<file path="src/rtl/sc_pkg.sv">
package sc_pkg;

    typedef enum logic [2:0] {
        TX_IDLE    = 3'd0,
        TX_BITS    = 3'd1,
        TX_CHECK   = 3'd2,
        TX_BACKOFF = 3'd3,
        TX_GAP     = 3'd4
    } tx_state_t;

    typedef enum logic [2:0] {
        RX_IDLE  = 3'd0,
        RX_START = 3'd1,
        RX_BITS  = 3'd2,
        RX_SLOT  = 3'd3,
        RX_DRIVE = 3'd4,
        RX_TAIL  = 3'd5
    } rx_state_t;

endpackage

</file>
<file path="src/rtl/sc_sync.sv">
module sc_sync #(
    parameter int STAGES = 2
) (
    input  logic clk,
    input  logic rst_n,
    input  logic din,
    output logic dout
);
    logic [STAGES-1:0] pipe;

    generate
        for (genvar g = 0; g < STAGES; g++) begin : g_stage
            if (g == 0) begin : g_first
                always_ff @(posedge clk or negedge rst_n) begin
                    if (!rst_n) pipe[g] <= 1'b1;
                    else        pipe[g] <= din;
                end
            end else begin : g_next
                always_ff @(posedge clk or negedge rst_n) begin
                    if (!rst_n) pipe[g] <= 1'b1;
                    else        pipe[g] <= pipe[g-1];
                end
            end
        end
    endgenerate

    assign dout = pipe[STAGES-1];
endmodule

</file>
<file path="src/rtl/sc_tx_fsm.sv">
module sc_tx_fsm
    import sc_pkg::*;
#(
    parameter int ETU_W  = 12,
    parameter int DATA_W = 8
) (
    input  logic              clk,
    input  logic              rst_n,
    input  logic [ETU_W-1:0]  etu_len,
    input  logic              start,
    input  logic [DATA_W-1:0] char_in,
    input  logic              line_s,
    output logic              busy,
    output logic              drive_low,
    output logic              ok_evt,
    output logic              err_evt
);
    localparam int CNT_W = ETU_W + 2;
    localparam int FRM   = DATA_W + 2;
    localparam int IDX_W = $clog2(FRM);

    tx_state_t         state;
    logic [CNT_W-1:0]  cnt;
    logic [IDX_W-1:0]  idx;
    logic [FRM-1:0]    shreg;
    logic [DATA_W-1:0] held;

    logic [CNT_W-1:0]  etu_m1;
    logic [CNT_W-1:0]  two_m1;
    logic              etu_end;
    logic              two_end;

    assign etu_m1  = CNT_W'(etu_len) - CNT_W'(1);
    assign two_m1  = (CNT_W'(etu_len) << 1) - CNT_W'(1);
    assign etu_end = (cnt == etu_m1);
    assign two_end = (cnt == two_m1);

    // state register and datapath
    always_ff @(posedge clk or negedge rst_n) begin
        if (!rst_n) begin
            state <= TX_IDLE;
            cnt   <= '0;
            idx   <= '0;
            shreg <= '1;
            held  <= '0;
        end else begin
            unique case (state)
                TX_IDLE: begin
                    cnt <= '0;
                    if (start) begin
                        held  <= char_in;
                        shreg <= {^char_in, char_in, 1'b0};
                        idx   <= '0;
                        state <= TX_BITS;
                    end
                end
                TX_BITS: begin
                    if (etu_end) begin
                        cnt   <= '0;
                        shreg <= {1'b1, shreg[FRM-1:1]};
                        if (idx == IDX_W'(FRM - 1)) state <= TX_CHECK;
                        else                        idx   <= idx + IDX_W'(1);
                    end else begin
                        cnt <= cnt + CNT_W'(1);
                    end
                end
                TX_CHECK: begin
                    if (etu_end) begin
                        cnt   <= '0;
                        state <= line_s ? TX_GAP : TX_BACKOFF;
                    end else begin
                        cnt <= cnt + CNT_W'(1);
                    end
                end
                TX_BACKOFF: begin
                    if (two_end) begin
                        cnt   <= '0;
                        idx   <= '0;
                        shreg <= {^held, held, 1'b0};
                        state <= TX_BITS;
                    end else begin
                        cnt <= cnt + CNT_W'(1);
                    end
                end
                TX_GAP: begin
                    if (two_end) begin
                        cnt   <= '0;
                        state <= TX_IDLE;
                    end else begin
                        cnt <= cnt + CNT_W'(1);
                    end
                end
                default: state <= TX_IDLE;
            endcase
        end
    end

    // outputs
    always_comb begin
        busy      = (state != TX_IDLE);
        drive_low = (state == TX_BITS) && !shreg[0];
        ok_evt    = (state == TX_CHECK) && etu_end && line_s;
        err_evt   = (state == TX_CHECK) && etu_end && !line_s;
    end
endmodule

</file>
<file path="src/rtl/sc_rx_fsm.sv">
module sc_rx_fsm
    import sc_pkg::*;
#(
    parameter int ETU_W  = 12,
    parameter int DATA_W = 8
) (
    input  logic              clk,
    input  logic              rst_n,
    input  logic [ETU_W-1:0]  etu_len,
    input  logic              enable,
    input  logic              line_s,
    output logic              busy,
    output logic              drive_low,
    output logic              good_evt,
    output logic              bad_evt,
    output logic [DATA_W-1:0] char_out
);
    localparam int CNT_W = ETU_W + 2;
    localparam int IDX_W = $clog2(DATA_W + 1);

    rx_state_t        state;
    logic [CNT_W-1:0] cnt;
    logic [IDX_W-1:0] idx;
    logic [DATA_W:0]  shreg;
    logic             frame_bad;
    logic             line_q;

    logic [CNT_W-1:0] etu_m1;
    logic [CNT_W-1:0] half_m1;
    logic [CNT_W-1:0] slot_last;
    logic             etu_end;
    logic             par_pt;
    logic             par_odd;

    assign etu_m1    = CNT_W'(etu_len) - CNT_W'(1);
    assign half_m1   = CNT_W'(etu_len >> 1) - CNT_W'(1);
    assign slot_last = etu_m1 + CNT_W'(etu_len >> 1);
    assign etu_end   = (cnt == etu_m1);
    assign par_pt    = (state == RX_BITS) && etu_end && (idx == IDX_W'(DATA_W));
    assign par_odd   = ^{line_s, shreg[DATA_W:1]};

    always_ff @(posedge clk or negedge rst_n) begin
        if (!rst_n) line_q <= 1'b1;
        else        line_q <= line_s;
    end

    // state register and datapath
    always_ff @(posedge clk or negedge rst_n) begin
        if (!rst_n) begin
            state     <= RX_IDLE;
            cnt       <= '0;
            idx       <= '0;
            shreg     <= '0;
            frame_bad <= 1'b0;
        end else begin
            unique case (state)
                RX_IDLE: begin
                    cnt <= '0;
                    if (enable && line_q && !line_s) state <= RX_START;
                end
                RX_START: begin
                    if (cnt == half_m1) begin
                        cnt   <= '0;
                        idx   <= '0;
                        state <= line_s ? RX_IDLE : RX_BITS;
                    end else begin
                        cnt <= cnt + CNT_W'(1);
                    end
                end
                RX_BITS: begin
                    if (etu_end) begin
                        cnt   <= '0;
                        shreg <= {line_s, shreg[DATA_W:1]};
                        if (idx == IDX_W'(DATA_W)) begin
                            frame_bad <= par_odd;
                            state     <= RX_SLOT;
                        end else begin
                            idx <= idx + IDX_W'(1);
                        end
                    end else begin
                        cnt <= cnt + CNT_W'(1);
                    end
                end
                RX_SLOT: begin
                    if (etu_end) begin
                        cnt   <= '0;
                        state <= frame_bad ? RX_DRIVE : RX_TAIL;
                    end else begin
                        cnt <= cnt + CNT_W'(1);
                    end
                end
                RX_DRIVE, RX_TAIL: begin
                    if (cnt == slot_last) begin
                        cnt   <= '0;
                        state <= RX_IDLE;
                    end else begin
                        cnt <= cnt + CNT_W'(1);
                    end
                end
                default: state <= RX_IDLE;
            endcase
        end
    end

    // outputs
    always_comb begin
        busy      = (state != RX_IDLE);
        drive_low = (state == RX_DRIVE);
        good_evt  = par_pt && !par_odd;
        bad_evt   = par_pt && par_odd;
        char_out  = shreg[DATA_W:1];
    end
endmodule

</file>
<file path="src/rtl/sc_char_xcvr.sv">
module sc_char_xcvr #(
    parameter int ETU_W       = 12,
    parameter int DATA_W      = 8,
    parameter int SYNC_STAGES = 2
) (
    input  logic              clk,
    input  logic              rst_n,
    input  logic [ETU_W-1:0]  etu_len,
    input  logic              tx_load,
    input  logic [DATA_W-1:0] tx_wdata,
    output logic              tx_empty,
    input  logic              rx_rd,
    output logic [DATA_W-1:0] rx_rdata,
    output logic              rx_full,
    output logic              par_err,
    input  logic              par_err_clr,
    output logic              err_sig,
    input  logic              err_sig_clr,
    input  logic              rx_ie,
    input  logic              tx_ie,
    output logic              irq_err,
    output logic              irq_rx,
    output logic              irq_tx,
    input  logic              io_in,
    output logic              io_oe
);
    logic              line_s;
    logic              tx_busy, tx_oe, tx_ok, tx_err, tx_start;
    logic              rx_busy, rx_oe, rx_good, rx_bad;
    logic [DATA_W-1:0] rx_char;
    logic [DATA_W-1:0] tx_hold;
    logic              tx_pend;
    logic              load_ok;

    sc_sync #(.STAGES(SYNC_STAGES)) u_sync (
        .clk  (clk),
        .rst_n(rst_n),
        .din  (io_in),
        .dout (line_s)
    );

    assign load_ok  = tx_load && tx_empty;
    assign tx_start = tx_pend && !tx_busy && !rx_busy;

    sc_tx_fsm #(.ETU_W(ETU_W), .DATA_W(DATA_W)) u_tx (
        .clk      (clk),
        .rst_n    (rst_n),
        .etu_len  (etu_len),
        .start    (tx_start),
        .char_in  (tx_hold),
        .line_s   (line_s),
        .busy     (tx_busy),
        .drive_low(tx_oe),
        .ok_evt   (tx_ok),
        .err_evt  (tx_err)
    );

    sc_rx_fsm #(.ETU_W(ETU_W), .DATA_W(DATA_W)) u_rx (
        .clk      (clk),
        .rst_n    (rst_n),
        .etu_len  (etu_len),
        .enable   (!tx_busy && !tx_pend),
        .line_s   (line_s),
        .busy     (rx_busy),
        .drive_low(rx_oe),
        .good_evt (rx_good),
        .bad_evt  (rx_bad),
        .char_out (rx_char)
    );

    // host-side registers and flags
    always_ff @(posedge clk or negedge rst_n) begin
        if (!rst_n) begin
            tx_hold  <= '0;
            tx_pend  <= 1'b0;
            tx_empty <= 1'b1;
            rx_rdata <= '0;
            rx_full  <= 1'b0;
            par_err  <= 1'b0;
            err_sig  <= 1'b0;
        end else begin
            if (load_ok) tx_hold <= tx_wdata;

            if (load_ok)       tx_pend <= 1'b1;
            else if (tx_start) tx_pend <= 1'b0;

            if (tx_ok)        tx_empty <= 1'b1;
            else if (load_ok) tx_empty <= 1'b0;

            if (rx_good) rx_rdata <= rx_char;

            if (rx_good)    rx_full <= 1'b1;
            else if (rx_rd) rx_full <= 1'b0;

            if (rx_bad)           par_err <= 1'b1;
            else if (par_err_clr) par_err <= 1'b0;

            if (tx_err)           err_sig <= 1'b1;
            else if (err_sig_clr) err_sig <= 1'b0;
        end
    end

    always_comb begin
        io_oe   = tx_oe | rx_oe;
        irq_err = rx_ie & (par_err | err_sig);
        irq_rx  = rx_ie & rx_full;
        irq_tx  = tx_ie & tx_empty;
    end
endmodule

</file>
<file path="config.mk">
export PLATFORM = sky130hd
export DESIGN_NAME = sc_char_xcvr
export DESIGN_NICKNAME = d
export VERILOG_FILES = /design/src/rtl/sc_pkg.sv /design/src/rtl/sc_sync.sv /design/src/rtl/sc_tx_fsm.sv /design/src/rtl/sc_rx_fsm.sv /design/src/rtl/sc_char_xcvr.sv
export SDC_FILE = /design/constraint.sdc
export NUM_CORES = 1
export LEC_CHECK = 0
export ABC_AREA = 0
export BUFFER_PORTS_ARGS = -buffer_cell sky130_fd_sc_hd__buf_2
export CAP_MARGIN = 20
export CORE_ASPECT_RATIO = 0.75
export CORE_UTILIZATION = 55
export CTS_CLUSTER_DIAMETER = 80
export DETAILED_ROUTE_END_ITERATION = 12
export PLACE_DENSITY = 0.73
export SLEW_MARGIN = 5
export SYNTH_ARGS = -nofsm -noshare
export SYNTH_HDL_FRONTEND = slang
export SYNTH_SLANG_ARGS = --single-unit
</file>
<file path="constraint.sdc">
create_clock -name clk -period 6.3 [get_ports clk]
set_clock_uncertainty 0.1 [all_clocks]
set_input_delay 0.63 -clock clk [delete_from_list [all_inputs] [get_ports clk]]
set_output_delay 0.63 -clock clk [all_outputs]
set_load 0.005 [all_outputs]
</file>
==> results.cfg <==
[synthesis]
yosys.area.top_type = dfrtp_1
synth.distinct_cells = 78
synth_compound_area_frac = 0.152
async_flop_share = 1.00
syn_area_um2 = 7450
synth_mux_area_frac = 0.0811
yosysWarnings = 0
synth_area_leaders = dfrtp_1 (27%), xnor2_1 (7.5%), mux2_2 (6.5%)
syn_inst = 835
synth-seq-cells = 93
synth_ff_type = dfrtp_1
synth_edf_count = 0
synthSimpleGateAreaFrac = 0.209
synth_nets = 889
yosysTopAreaCellShare = 0.265
synthAdderAreaFrac = 0.0430
syn_area_per_cell_um2 = 8.92
synth_top_family_by_area = simple AND/OR/NAND/NOR gates
yosysSeqAreaShare = 0.315
synth_xor_area_frac = 0.151

[floorplanning]
dieArea_um2 = 14000
io_pins = 45
die_h_um = 103
die_w_um = 136
initial_utilization = 0.568
rows = 36
core-area_um2 = 13100

[setup_path]
critPathMaxFanout = 25
start_kind = input port
endpoint_kind = register
worstPathCellList = buf_2, inv_1, ha_1, nor4b_2, buf_4, nand2_1, xnor2_1, ha_1, a21oi_1, o21a_1, o221ai_1, nor4_1, o2111ai_1, or4_1, a21oi_4, and2b_1, o21a_1
cp.arrival_ns = 5.28
slowest_delay_ns = 0.57
critPathRequiredTime_ns = 6.42
critPathSlowestCell = or4_1
r2r_setup_slack_ns = 2.36
critical_path_class = in2reg

[sta]
min_period_over_period = 0.818
fin_ws_ns = 1.14
rsz0062_at_grt = no
tns_ns = 0
hold_violations = 0
worstMarginPinSlew_ns = 0.904
finalMaxSlewViolations = 0
layout_min_cycle_time_ns = 5.16
fmax_ghz = 0.194
final-setup-viol-count = 0
relSlewSlack = 0.396

[run]
max_cap_viol_count = 0

[cells_and_area]
syn_to_final_growth_pct = 7.47
nets = 890
regArea_um2 = 2340
num_antenna_cells = 0
multi_input_area_um2 = 4730
final_cells = 1012
final_layout_size_suffix_gt1_frac = 0.171
fillers = 1104

[power_and_ir_drop]
cellPowerDensity_nw_per_um2 = 193
leakage_nw = 3.55
vdd_ir_drop_max_mv = 0.149

[global_routing]
grt_max_degree = 69
grt_pass1_vias = 5888
grt_first_pass_wirelength_mm = 30.7
antenna_found_initial = 0
overflow = 0
track_usage = 0.282

[placement]
place_ws_ns = 0.910
globalplace.congestion = 0.948
dp_hpwl_mm = 14.1
place_inst = 996
numPortBuffers = 44

[clock_tree]
clock-sinks = 93
cts_tree = built
cts-resized-gates = 0
cts_made_buffers = 9
clk_latency_ns = 0.34
root_buffer = clkbuf_16
clock_tree.htree_level_count = 3
holdBufCountCts = 0
postCtsSetupBuffers = 0
path_clk_slew_ns = 0.07
ctsLongestPathBuffers = 2

[min_path]
hold_path_class = in2async

[drt]
vias = 6318
antenna_left = 0
dr.pass1.iters = 5
drtIter0Drc = 531
totalWireLength_mm = 18.8
avgRoutedWirePerCell_um = 18.6
vias_per_cell = 6.24
drc = 0

[outcome]
status = complete, no violations
-- cell type report --
cell class                      instances  share of cell area
Clock inverter                          6              0.0117
Clock buffer                           10              0.0286
Sequential cell                        93               0.293
Timing Repair Buffer                   53              0.0362
Multi-Input combinational cell        652               0.591
Inverter                               27              0.0127
Tap cell                              171              0.0267
-- per-layer routing --
metal / vias up / track usage / wire [um]
met5: - / 0 / 0
met4: 0 / 0.0684 / 227
met3: 22 / 0.0442 / 1250
met2: 223 / 0.438 / 8550
met1: 3085 / 0.410 / 8790
li1: 2988 / - / -
-- power breakdown --
group | total, mW | leakage, nW | switching (mW) | internal [mW]
sequential | 0.662 | 1.18 | 0.0520 | 0.610
combinational | 0.292 | 2.22 | 0.154 | 0.138
clock | 0.587 | 0.154 | 0.236 | 0.352
total | 1.54 | 3.55 | 0.442 | 1.10
-- cell usage in the layout (no fill, tap or decap), types with 13 or more instances in the layout --
cell,Yosys,routed
inv_1,27,27
o21ai_0,39,39
nand2_1,77,77
xnor2_1,64,64
nor3_1,23,23
nand3_1,34,34
buf_2,9,43
nand4_1,17,17
nor2_1,49,49
a21o_1,13,13
a21oi_1,37,37
xor2_1,36,36
dfrtp_1,79,79
ha_1,24,24
mux2_2,43,43
dfstp_2,14,14
-- registers in the layout (all words and copies together), names as in the netlist, 3 cells and up --
signal      flops
u_rx.idx        4
u_tx.shreg     10
rx_rdata        8
u_rx.state      3
u_tx.cnt       14
u_rx.cnt       14
u_rx.shreg      8
u_tx.held       8
tx_hold         8
u_tx.idx        4
u_tx.state      3
-- cell families after synthesis --
logic type                 Yosys count
and+or+nand+nor                    293
AOI/OAI and AO/OA                  168
xor gates and xnor gates           111
DFF                                 93
buffers and inverters               90
muxes                               55
adders and majority gates           25
-- critical path, delay by kind of cell --
kind | cells | cell delay [ns]
AOI/OAI and AO/OA | 6 | 1.55
and+or+nand+nor | 5 | 1.48
adders and majority gates | 2 | 0.62
buffers and inverters | 3 | 0.54
xor gates and xnor gates | 1 | 0.44
-- worst paths after layout --
kind                                          startpoint                  endpoint  cells after the start
worst max-delay path                          etu_len[2]   u_rx.cnt[4]$_DFFE_PN0P_                     17
worst min-delay path                               rst_n   u_rx.cnt[5]$_DFFE_PN0P_                      1
worst max register to register   u_rx.cnt[2]$_DFFE_PN0P_   rx_rdata[3]$_DFFE_PN0P_                      8
worst min register to register  u_sync.pipe[0]$_DFF_PN1_     u_sync.dout$_DFF_PN1_                      0
max in group asynchronous                          rst_n  u_tx.cnt[12]$_DFFE_PN0P_                      2
min in group clk                u_sync.pipe[0]$_DFF_PN1_     u_sync.dout$_DFF_PN1_                      0
-- cells in the mapped netlist (all sizes together), types with 4 or more instances --
cell / number
dfrtp: 79
nand2: 77
xnor2: 64
nor2: 50
clkbuf: 46
mux2: 43
o21ai: 40
a21oi: 38
xor2: 36
nand3: 34
inv: 27
ha: 24
nor3: 23
buf: 17
nand4: 17
dfstp: 14
a21o: 13
mux2i: 12
nor2b: 12
nor4: 12
a211o: 10
and3: 10
xnor3: 10
o21a: 8
or4: 8
nand2b: 7
o2111ai: 7
o211ai: 7
or2: 7
or3: 7
and2: 5
nor3b: 5
a211oi: 4
a31oi: 4
nor4b: 4
o22ai: 4
-- per-stage QoR --
step	util	total power, mW	hold slack, ns	area (um^2)
6_report	0.611	1.54	0.100	8010
5_1_grt	0.611	1.60	0.115	8010
4_1_cts	0.611	1.55	0.106	8010
3_5_place_dp	0.586	0.959	0.249	7680
3_3_place_gp	0.586	0.954	0.248	7680
2_1_floorplan	-	0.872	0.234	7450
Power figures use the tool's default switching activity.
